==> src/rtl/sync_mode_pkg.sv <==
package sync_mode_pkg;

    typedef enum logic [1:0] {
        MODE_OFF  = 2'b00,
        MODE_OUT  = 2'b01,
        MODE_IN   = 2'b10,
        MODE_AUTO = 2'b11
    } mode_e;

    typedef enum logic [1:0] {
        DIR_NONE = 2'b00,
        DIR_OUT  = 2'b01,
        DIR_IN   = 2'b10
    } dir_e;

    typedef enum logic [2:0] {
        FRQ_OFF       = 3'd0,
        FRQ_NOM       = 3'd1,
        FRQ_TRACK     = 3'd2,
        FRQ_TRACK_LOW = 3'd3,
        FRQ_HELD      = 3'd4,
        FRQ_PARK_LOW  = 3'd5
    } freq_e;

    typedef struct packed {
        mode_e      mode;
        logic       edge_rise;
        logic [4:0] fill;
    } cfg_t;

    typedef struct packed {
        logic lvl;
        logic present;
        logic fast;
        logic at_limit;
    } pin_meas_t;

    localparam logic [4:0] FILL_CODE = 5'b10000;

    function automatic logic cfg_ok(input logic [7:0] b);
        return b[4:0] == FILL_CODE;
    endfunction

    function automatic cfg_t cfg_from_default(input logic [7:0] b);
        cfg_t c;
        c.mode      = mode_e'(b[7:6]);
        c.edge_rise = b[5];
        c.fill      = FILL_CODE;
        return c;
    endfunction

    function automatic int lim_cycles(input int period);
        return (period * 10 + 6) / 7;
    endfunction

endpackage

==> src/rtl/sync_cfg_reg.sv <==
module sync_cfg_reg
    import sync_mode_pkg::*;
(
    input  logic       clk,
    input  logic       rst,
    input  logic [7:0] cfg_default,
    input  logic       wr_en,
    input  logic [7:0] wr_data,
    input  logic       stat_clr,
    output cfg_t       cfg,
    output logic       bad_wr
);
    logic wr_good;
    logic wr_bad;

    always_comb begin
        wr_good = wr_en && cfg_ok(wr_data);
        wr_bad  = wr_en && !cfg_ok(wr_data);
    end

    always_ff @(posedge clk) begin
        if (rst) begin
            cfg    <= cfg_from_default(cfg_default);
            bad_wr <= 1'b0;
        end else begin
            if (wr_good) begin
                cfg <= cfg_t'(wr_data);
            end
            if (wr_bad) begin
                bad_wr <= 1'b1;
            end else if (stat_clr) begin
                bad_wr <= 1'b0;
            end
        end
    end
endmodule

==> src/rtl/sync_edge_meter.sv <==
module sync_edge_meter
    import sync_mode_pkg::*;
#(
    parameter int PERIOD_CYC  = 20,
    parameter int WIN_PERIODS = 8,
    parameter int SYNC_STAGES = 2
) (
    input  logic      clk,
    input  logic      rst,
    input  logic      sync_pin,
    input  logic      edge_rise,
    output pin_meas_t meas
);
    localparam int WIN_CYC  = PERIOD_CYC * WIN_PERIODS;
    localparam int THR      = (WIN_PERIODS * 3 + 3) / 4;
    localparam int LIM_CYC  = lim_cycles(PERIOD_CYC);
    localparam int LOSS_CYC = 2 * LIM_CYC;
    localparam int GAP_W    = $clog2(LOSS_CYC + 1);
    localparam int WIN_W    = $clog2(WIN_CYC);
    localparam int ECNT_W   = $clog2(WIN_CYC + 1);

    logic [SYNC_STAGES:0] sh;
    logic                 lvl;
    logic                 prv;
    logic                 q_edge;

    always_ff @(posedge clk) begin
        if (rst) sh[0] <= 1'b0;
        else     sh[0] <= sync_pin;
    end

    genvar g;
    generate
        for (g = 1; g <= SYNC_STAGES; g++) begin : g_stage
            always_ff @(posedge clk) begin
                if (rst) sh[g] <= 1'b0;
                else     sh[g] <= sh[g-1];
            end
        end
    endgenerate

    always_comb begin
        lvl    = sh[SYNC_STAGES-1];
        prv    = sh[SYNC_STAGES];
        q_edge = edge_rise ? (lvl & ~prv) : (~lvl & prv);
    end

    logic [GAP_W-1:0]  gap;
    logic [GAP_W-1:0]  last_int;
    logic [WIN_W-1:0]  wcnt;
    logic [ECNT_W-1:0] ecnt;
    logic              fast_q;
    logic              gap_full;

    assign gap_full = (gap == GAP_W'(LOSS_CYC));

    always_ff @(posedge clk) begin
        if (rst) begin
            gap      <= GAP_W'(LOSS_CYC);
            last_int <= '0;
        end else if (q_edge) begin
            last_int <= gap_full ? GAP_W'(LOSS_CYC) : gap + GAP_W'(1);
            gap      <= '0;
        end else if (!gap_full) begin
            gap <= gap + GAP_W'(1);
        end
    end

    always_ff @(posedge clk) begin
        if (rst) begin
            wcnt   <= '0;
            ecnt   <= '0;
            fast_q <= 1'b0;
        end else if (wcnt == WIN_W'(WIN_CYC - 1)) begin
            wcnt   <= '0;
            ecnt   <= '0;
            fast_q <= (ecnt + ECNT_W'(q_edge)) >= ECNT_W'(THR);
        end else begin
            wcnt <= wcnt + WIN_W'(1);
            ecnt <= ecnt + ECNT_W'(q_edge);
        end
    end

    always_comb begin
        meas.lvl      = lvl;
        meas.present  = !gap_full;
        meas.fast     = fast_q;
        meas.at_limit = last_int >= GAP_W'(LIM_CYC);
    end
endmodule

==> src/rtl/sync_dir_resolver.sv <==
module sync_dir_resolver
    import sync_mode_pkg::*;
(
    input  logic      clk,
    input  logic      rst,
    input  logic      enable,
    input  logic      stat_clr,
    input  mode_e     mode,
    input  pin_meas_t meas,
    output dir_e      dir,
    output freq_e     freq,
    output logic      fault,
    output logic      park
);
    logic  en_d;
    logic  en_rise;
    dir_e  auto_pick;
    dir_e  auto_q;
    dir_e  dir_q;
    freq_e freq_q;
    logic  fault_q;
    logic  park_q;

    always_comb begin
        en_rise   = enable && !en_d;
        auto_pick = (meas.lvl || meas.fast) ? DIR_IN : DIR_OUT;
        case (mode)
            MODE_OFF: dir = DIR_NONE;
            MODE_OUT: dir = DIR_OUT;
            MODE_IN:  dir = DIR_IN;
            default:  dir = !enable ? DIR_NONE : (en_rise ? auto_pick : auto_q);
        endcase
    end

    always_comb begin
        if (!enable)           freq = FRQ_OFF;
        else if (park_q)       freq = FRQ_PARK_LOW;
        else if (dir == DIR_IN) begin
            if (fault_q)            freq = FRQ_HELD;
            else if (meas.at_limit) freq = FRQ_TRACK_LOW;
            else                    freq = FRQ_TRACK;
        end else                freq = FRQ_NOM;
    end

    always_ff @(posedge clk) begin
        if (rst) begin
            en_d    <= 1'b0;
            auto_q  <= DIR_NONE;
            dir_q   <= DIR_NONE;
            freq_q  <= FRQ_OFF;
            fault_q <= 1'b0;
            park_q  <= 1'b0;
        end else begin
            en_d   <= enable;
            dir_q  <= dir;
            freq_q <= freq;
            if (en_rise) auto_q <= auto_pick;

            if (!enable)                           fault_q <= 1'b0;
            else if (dir == DIR_IN && !meas.present) fault_q <= 1'b1;
            else if (stat_clr)                     fault_q <= 1'b0;

            if (!enable) begin
                park_q <= 1'b0;
            end else if (dir_q == DIR_IN && dir == DIR_OUT &&
                         (freq_q == FRQ_TRACK_LOW || freq_q == FRQ_HELD)) begin
                park_q <= 1'b1;
            end
        end
    end

    assign fault = fault_q;
    assign park  = park_q;
endmodule

==> src/rtl/sync_osc.sv <==
module sync_osc
    import sync_mode_pkg::*;
#(
    parameter int PERIOD_CYC = 20
) (
    input  logic clk,
    input  logic rst,
    input  logic run,
    input  logic park,
    input  logic edge_rise,
    output logic sync_out
);
    localparam int LIM_CYC = lim_cycles(PERIOD_CYC);
    localparam int PH_W    = $clog2(LIM_CYC + 1);

    logic [PH_W-1:0] phase;
    logic [PH_W-1:0] per_m1;
    logic [PH_W-1:0] half;
    logic            raw;

    always_comb begin
        per_m1   = park ? PH_W'(LIM_CYC - 1) : PH_W'(PERIOD_CYC - 1);
        half     = park ? PH_W'(LIM_CYC / 2) : PH_W'(PERIOD_CYC / 2);
        raw      = phase < half;
        sync_out = run && (edge_rise ? raw : !raw);
    end

    always_ff @(posedge clk) begin
        if (rst || !run)        phase <= '0;
        else if (phase >= per_m1) phase <= '0;
        else                    phase <= phase + PH_W'(1);
    end
endmodule

==> src/rtl/sync_mode_ctrl.sv <==
module sync_mode_ctrl
    import sync_mode_pkg::*;
#(
    parameter int PERIOD_CYC  = 20,
    parameter int WIN_PERIODS = 8,
    parameter int SYNC_STAGES = 2
) (
    input  logic       clk,
    input  logic       rst,
    input  logic [7:0] cfg_default,
    input  logic       wr_en,
    input  logic [7:0] wr_data,
    output logic [7:0] rd_data,
    input  logic       stat_clr,
    output logic       bad_wr_flag,
    input  logic       enable,
    input  logic       sync_pin,
    output logic       sync_oe,
    output logic       sync_out,
    output logic [1:0] eff_dir,
    output logic [2:0] freq_mode,
    output logic       sync_fault
);
    cfg_t      cfg;
    pin_meas_t meas;
    dir_e      dir;
    freq_e     freq;
    logic      park;
    logic      run;

    sync_cfg_reg u_cfg (
        .clk         (clk),
        .rst         (rst),
        .cfg_default (cfg_default),
        .wr_en       (wr_en),
        .wr_data     (wr_data),
        .stat_clr    (stat_clr),
        .cfg         (cfg),
        .bad_wr      (bad_wr_flag)
    );

    sync_edge_meter #(
        .PERIOD_CYC  (PERIOD_CYC),
        .WIN_PERIODS (WIN_PERIODS),
        .SYNC_STAGES (SYNC_STAGES)
    ) u_meter (
        .clk       (clk),
        .rst       (rst),
        .sync_pin  (sync_pin),
        .edge_rise (cfg.edge_rise),
        .meas      (meas)
    );

    sync_dir_resolver u_res (
        .clk      (clk),
        .rst      (rst),
        .enable   (enable),
        .stat_clr (stat_clr),
        .mode     (cfg.mode),
        .meas     (meas),
        .dir      (dir),
        .freq     (freq),
        .fault    (sync_fault),
        .park     (park)
    );

    assign run = enable && (dir == DIR_OUT);

    sync_osc #(
        .PERIOD_CYC (PERIOD_CYC)
    ) u_osc (
        .clk       (clk),
        .rst       (rst),
        .run       (run),
        .park      (park),
        .edge_rise (cfg.edge_rise),
        .sync_out  (sync_out)
    );

    assign rd_data   = cfg;
    assign sync_oe   = run;
    assign eff_dir   = dir;
    assign freq_mode = freq;
endmodule

==> config.mk <==
export PLATFORM = sky130hd
export DESIGN_NAME = sync_mode_ctrl
export DESIGN_NICKNAME = d
export VERILOG_FILES = /design/src/rtl/sync_mode_pkg.sv /design/src/rtl/sync_cfg_reg.sv /design/src/rtl/sync_edge_meter.sv /design/src/rtl/sync_dir_resolver.sv /design/src/rtl/sync_osc.sv /design/src/rtl/sync_mode_ctrl.sv
export SDC_FILE = /design/constraint.sdc
export NUM_CORES = 1
export LEC_CHECK = 0
export BUFFER_PORTS_ARGS = -buffer_cell sky130_fd_sc_hd__buf_4
export CAP_MARGIN = 20
export CORE_MARGIN = 2
export CORE_UTILIZATION = 60
export DETAILED_ROUTE_END_ITERATION = 12
export PLACE_DENSITY = 0.86
export SLEW_MARGIN = 25
export SYNTH_ARGS = -nofsm -noshare
export SYNTH_HDL_FRONTEND = slang
export SYNTH_SLANG_ARGS = --single-unit
==> constraint.sdc <==
create_clock -name clk -period 4.1 [get_ports clk]
set_input_delay 0.615 -clock clk [delete_from_list [all_inputs] [get_ports clk]]
set_output_delay 0.615 -clock clk [all_outputs]
set_load 0.01 [all_outputs]
==> results.sh <==
export IMPL_ys_flop_type="dfxtp_1"
export IMPL_wl_met3_um=175
export IMPL_max_slew_margin_pct=53.6
export IMPL_cts_max_path_buffers=2
export IMPL_yosysWarnings=0
export IMPL_slew_viol_final=0
export IMPL_core_area_um2=4030
export IMPL_wl_met2_um=2000
export IMPL_die_x_um=68.8
export IMPL_synth_cell_types=50
export IMPL_initial_core_util_pct=62.6
export IMPL_drt_total_wl_um=4390
export IMPL_dp_cells=338
export IMPL_syn2layout_area_growth_pct=15.0
export IMPL_fin_setup_tns_ns=0
export IMPL_postSynthAreaPerCell_um2=9.59
export IMPL_synth_area_leaders="dfxtp_1, xor2_1, ha_1, nor2_1, edfxtp_1"
export IMPL_placementRows=23
export IMPL_async_reset_ff_share_pct=0
export IMPL_numPortBuffers=33
export IMPL_dp_hpwl_um=3020
export IMPL_grt_overflow=0
export IMPL_cts_root_buf="clkbuf_8"
export IMPL_holdBufCountCts=0
export IMPL_synth_edf_count=3
export IMPL_synth_nets=295
export IMPL_synth_area_mux_share_pct=2.38
export IMPL_critPathMaxFanout=17
export IMPL_fin_crit_ns=2.67
export IMPL_netlist_area_um2=2520
export IMPL_maxCapViolations=0
export IMPL_power_mw=1.16
export IMPL_postSynthRegisterBits=56
export IMPL_cts_htree_levels=2
export IMPL_cts_setup_buffers=0
export IMPL_multiInputGateArea_um2=1270
export IMPL_ant_nets=0
export IMPL_syn_instance_count=263
export IMPL_dpl_instance_area_um2=2790
export IMPL_cts_sinks=56
export IMPL_crit_type="reg -> reg"
export IMPL_ctsResizeCount=0
export IMPL_drive_gt1_share_pct=17.2
export IMPL_synth_top_area_cell="dfxtp_1"
export IMPL_tightestPinTransition_ns=0.695
export IMPL_place_gp_congestion=0.786
export IMPL_drt_iter0_markers=106
export IMPL_viasPerCell=5.46
export IMPL_max_freq_ghz=0.374
export IMPL_final_nets=327
export IMPL_wl_per_cell_um=12.7
export IMPL_setup_violations=0
export IMPL_skew_ns=0.0132
export IMPL_crit_path_start_kind="register"
export IMPL_end_kind="register"
export IMPL_hold_viol_final=0
export IMPL_final_util_pct=72.0
export IMPL_synth_adder_area_share_pct=4.96
export IMPL_met1Wirelength_um=2140
export IMPL_ir_worst_vdd_uv=350
export IMPL_synth_top_family_by_area="simple AND/OR/NAND/NOR gates"
export IMPL_ys_seq_area_share_pct=45.6
export IMPL_grt_pass1_wl_um=7140
export IMPL_min_path_type="reg -> reg"
export IMPL_fillers=322
export IMPL_top_layer="met4"
export IMPL_rsz0062_at_grt="no"
export IMPL_power_per_cell_area_nw_per_um2=400
export IMPL_dieArea_um2=4740
export IMPL_clk_pin_slew_ns=0.10
export IMPL_final_design_area_no_fill_um2=2900
export IMPL_synth_compound_area_share_pct=14.7
export IMPL_p_leak_nw=1.18
export IMPL_fin_crit_sh_pct=65.2
export IMPL_io_pins=39
export IMPL_clock_latency_ns=0.31
export IMPL_num_vias=1890
export IMPL_grt_max_degree=31
export IMPL_final_cells=346
export IMPL_worstPathRequired_ns=4.31
export IMPL_die_height_um=68.8
export IMPL_drtPass1Iterations=4
export IMPL_synth_simple_area_share_pct=20.9
export IMPL_grtUsageTotal_pct=20.1
export IMPL_antenna_found_initial=0
export IMPL_cts_tree="built"
export IMPL_yosysTopAreaCellShare_pct=42.1
export IMPL_drc=0
export IMPL_n_antenna_cell=0
export IMPL_seqCellArea_um2=1150
export IMPL_status="finished, final reports clean"
export IMPL_cts_buffers_inserted=5
export IMPL_arrival_ns=2.89
export IMPL_grt_pass1_vias=1673
export IMPL_synth_xor_xnor_area_share_pct=7.64
-- area by class of cell --
class,instances,share of cell area [%]
Multi-Input combinational cell,185,44.0
Timing Repair Buffer,33,8.54
Clock buffer,5,2.37
Clock inverter,3,1.47
Tap cell,50,2.16
Sequential cell,56,39.7
Inverter,14,1.81
-- layer usage --
metal  vias to the layer above  track usage [%]
met5                         -                0
met2                        30             33.4
met3                         9             6.66
met4                         0             8.33
met1                       861             23.8
li1                        990                -
-- kinds of logic after synthesis --
logic type,Yosys count
simple gates,98
buf+inv,22
compound gates,49
mux,6
xor+xnor,22
fa+ha+maj,10
flops,56
-- layout by cell type, fill, tap and decap left out, types with 2 or more instances in the layout --
cell / instances
a311oi_1: 2
and2_1: 5
a21oi_1: 8
o21bai_1: 6
nand2_1: 12
xnor2_1: 6
nand2b_1: 5
nor3_1: 3
nor4_1: 2
mux2i_1: 6
ha_1: 10
nand3_1: 9
nor2_1: 33
o22ai_1: 3
a21o_1: 2
o2111ai_1: 2
buf_4: 33
nand3b_1: 3
nor2b_1: 6
and3_1: 4
dfxtp_1: 53
o21ai_0: 5
edfxtp_1: 3
xor2_1: 16
clkbuf_8: 5
a211oi_1: 10
inv_1: 14
o31a_1: 3
nand4_1: 4
-- through the flow --
step | setup WS, ns | hold slack (ns)
global placement | 1.51 | 0.419
floorplan | 1.81 | 0.414
finish | 1.43 | 0.451
CTS | 1.43 | 0.452
detailed placement | 1.48 | 0.429
global route | 1.14 | 0.459
-- Yosys cell counts, drive strengths merged, types with 4 or more instances --
library cell	n
ha	10
xor2	16
nand4	4
and2	7
nand3	10
inv	14
and3	4
a211oi	10
o21ai	6
nand2b	5
xnor2	6
nor2	33
o21bai	6
buf	5
dfxtp	53
mux2i	6
nand2	12
a21oi	9
nor2b	7
-- state kept, by name (all words and copies together) (netlist names), 2 cells and up --
signal            count
u_osc.phase           5
u_meter.gap           6
u_cfg.cfg             8
u_res.dir_q           2
u_meter.ecnt          8
u_meter.last_int      6
u_res.auto_q          2
u_res.freq_q          3
u_meter.wcnt          8
-- critical path, cell delays in order (launching register included) --
cell,delay [ns]
edfxtp_1,0.45
nand2b_1,0.18
o21ai_2,0.55
ha_1,0.31
ha_1,0.35
xnor2_1,0.10
and4_1,0.20
o221a_2,0.23
a311oi_1,0.20
-- power by group --
| group | switching [mW] | internal (mW) | total [mW] |
|---|---|---|---|
| Combinational | 0.0964 | 0.0938 | 0.190 |
| Sequential | 0.0341 | 0.581 | 0.615 |
| Clock | 0.173 | 0.181 | 0.354 |
-- worst paths after layout --
path	startpoint	endpoint	slack, ns	depth (start not counted)
setup / recovery	u_cfg.cfg[5]	u_meter.fast_q	1.43	8
hold reg to reg	u_meter.sh[0]	u_meter.lvl	0.45	1
setup reg to reg	u_cfg.cfg[5]	u_meter.fast_q	1.43	8
hold / removal	u_meter.sh[0]	u_meter.lvl	0.45	1
Power figures use the tool's default switching activity.
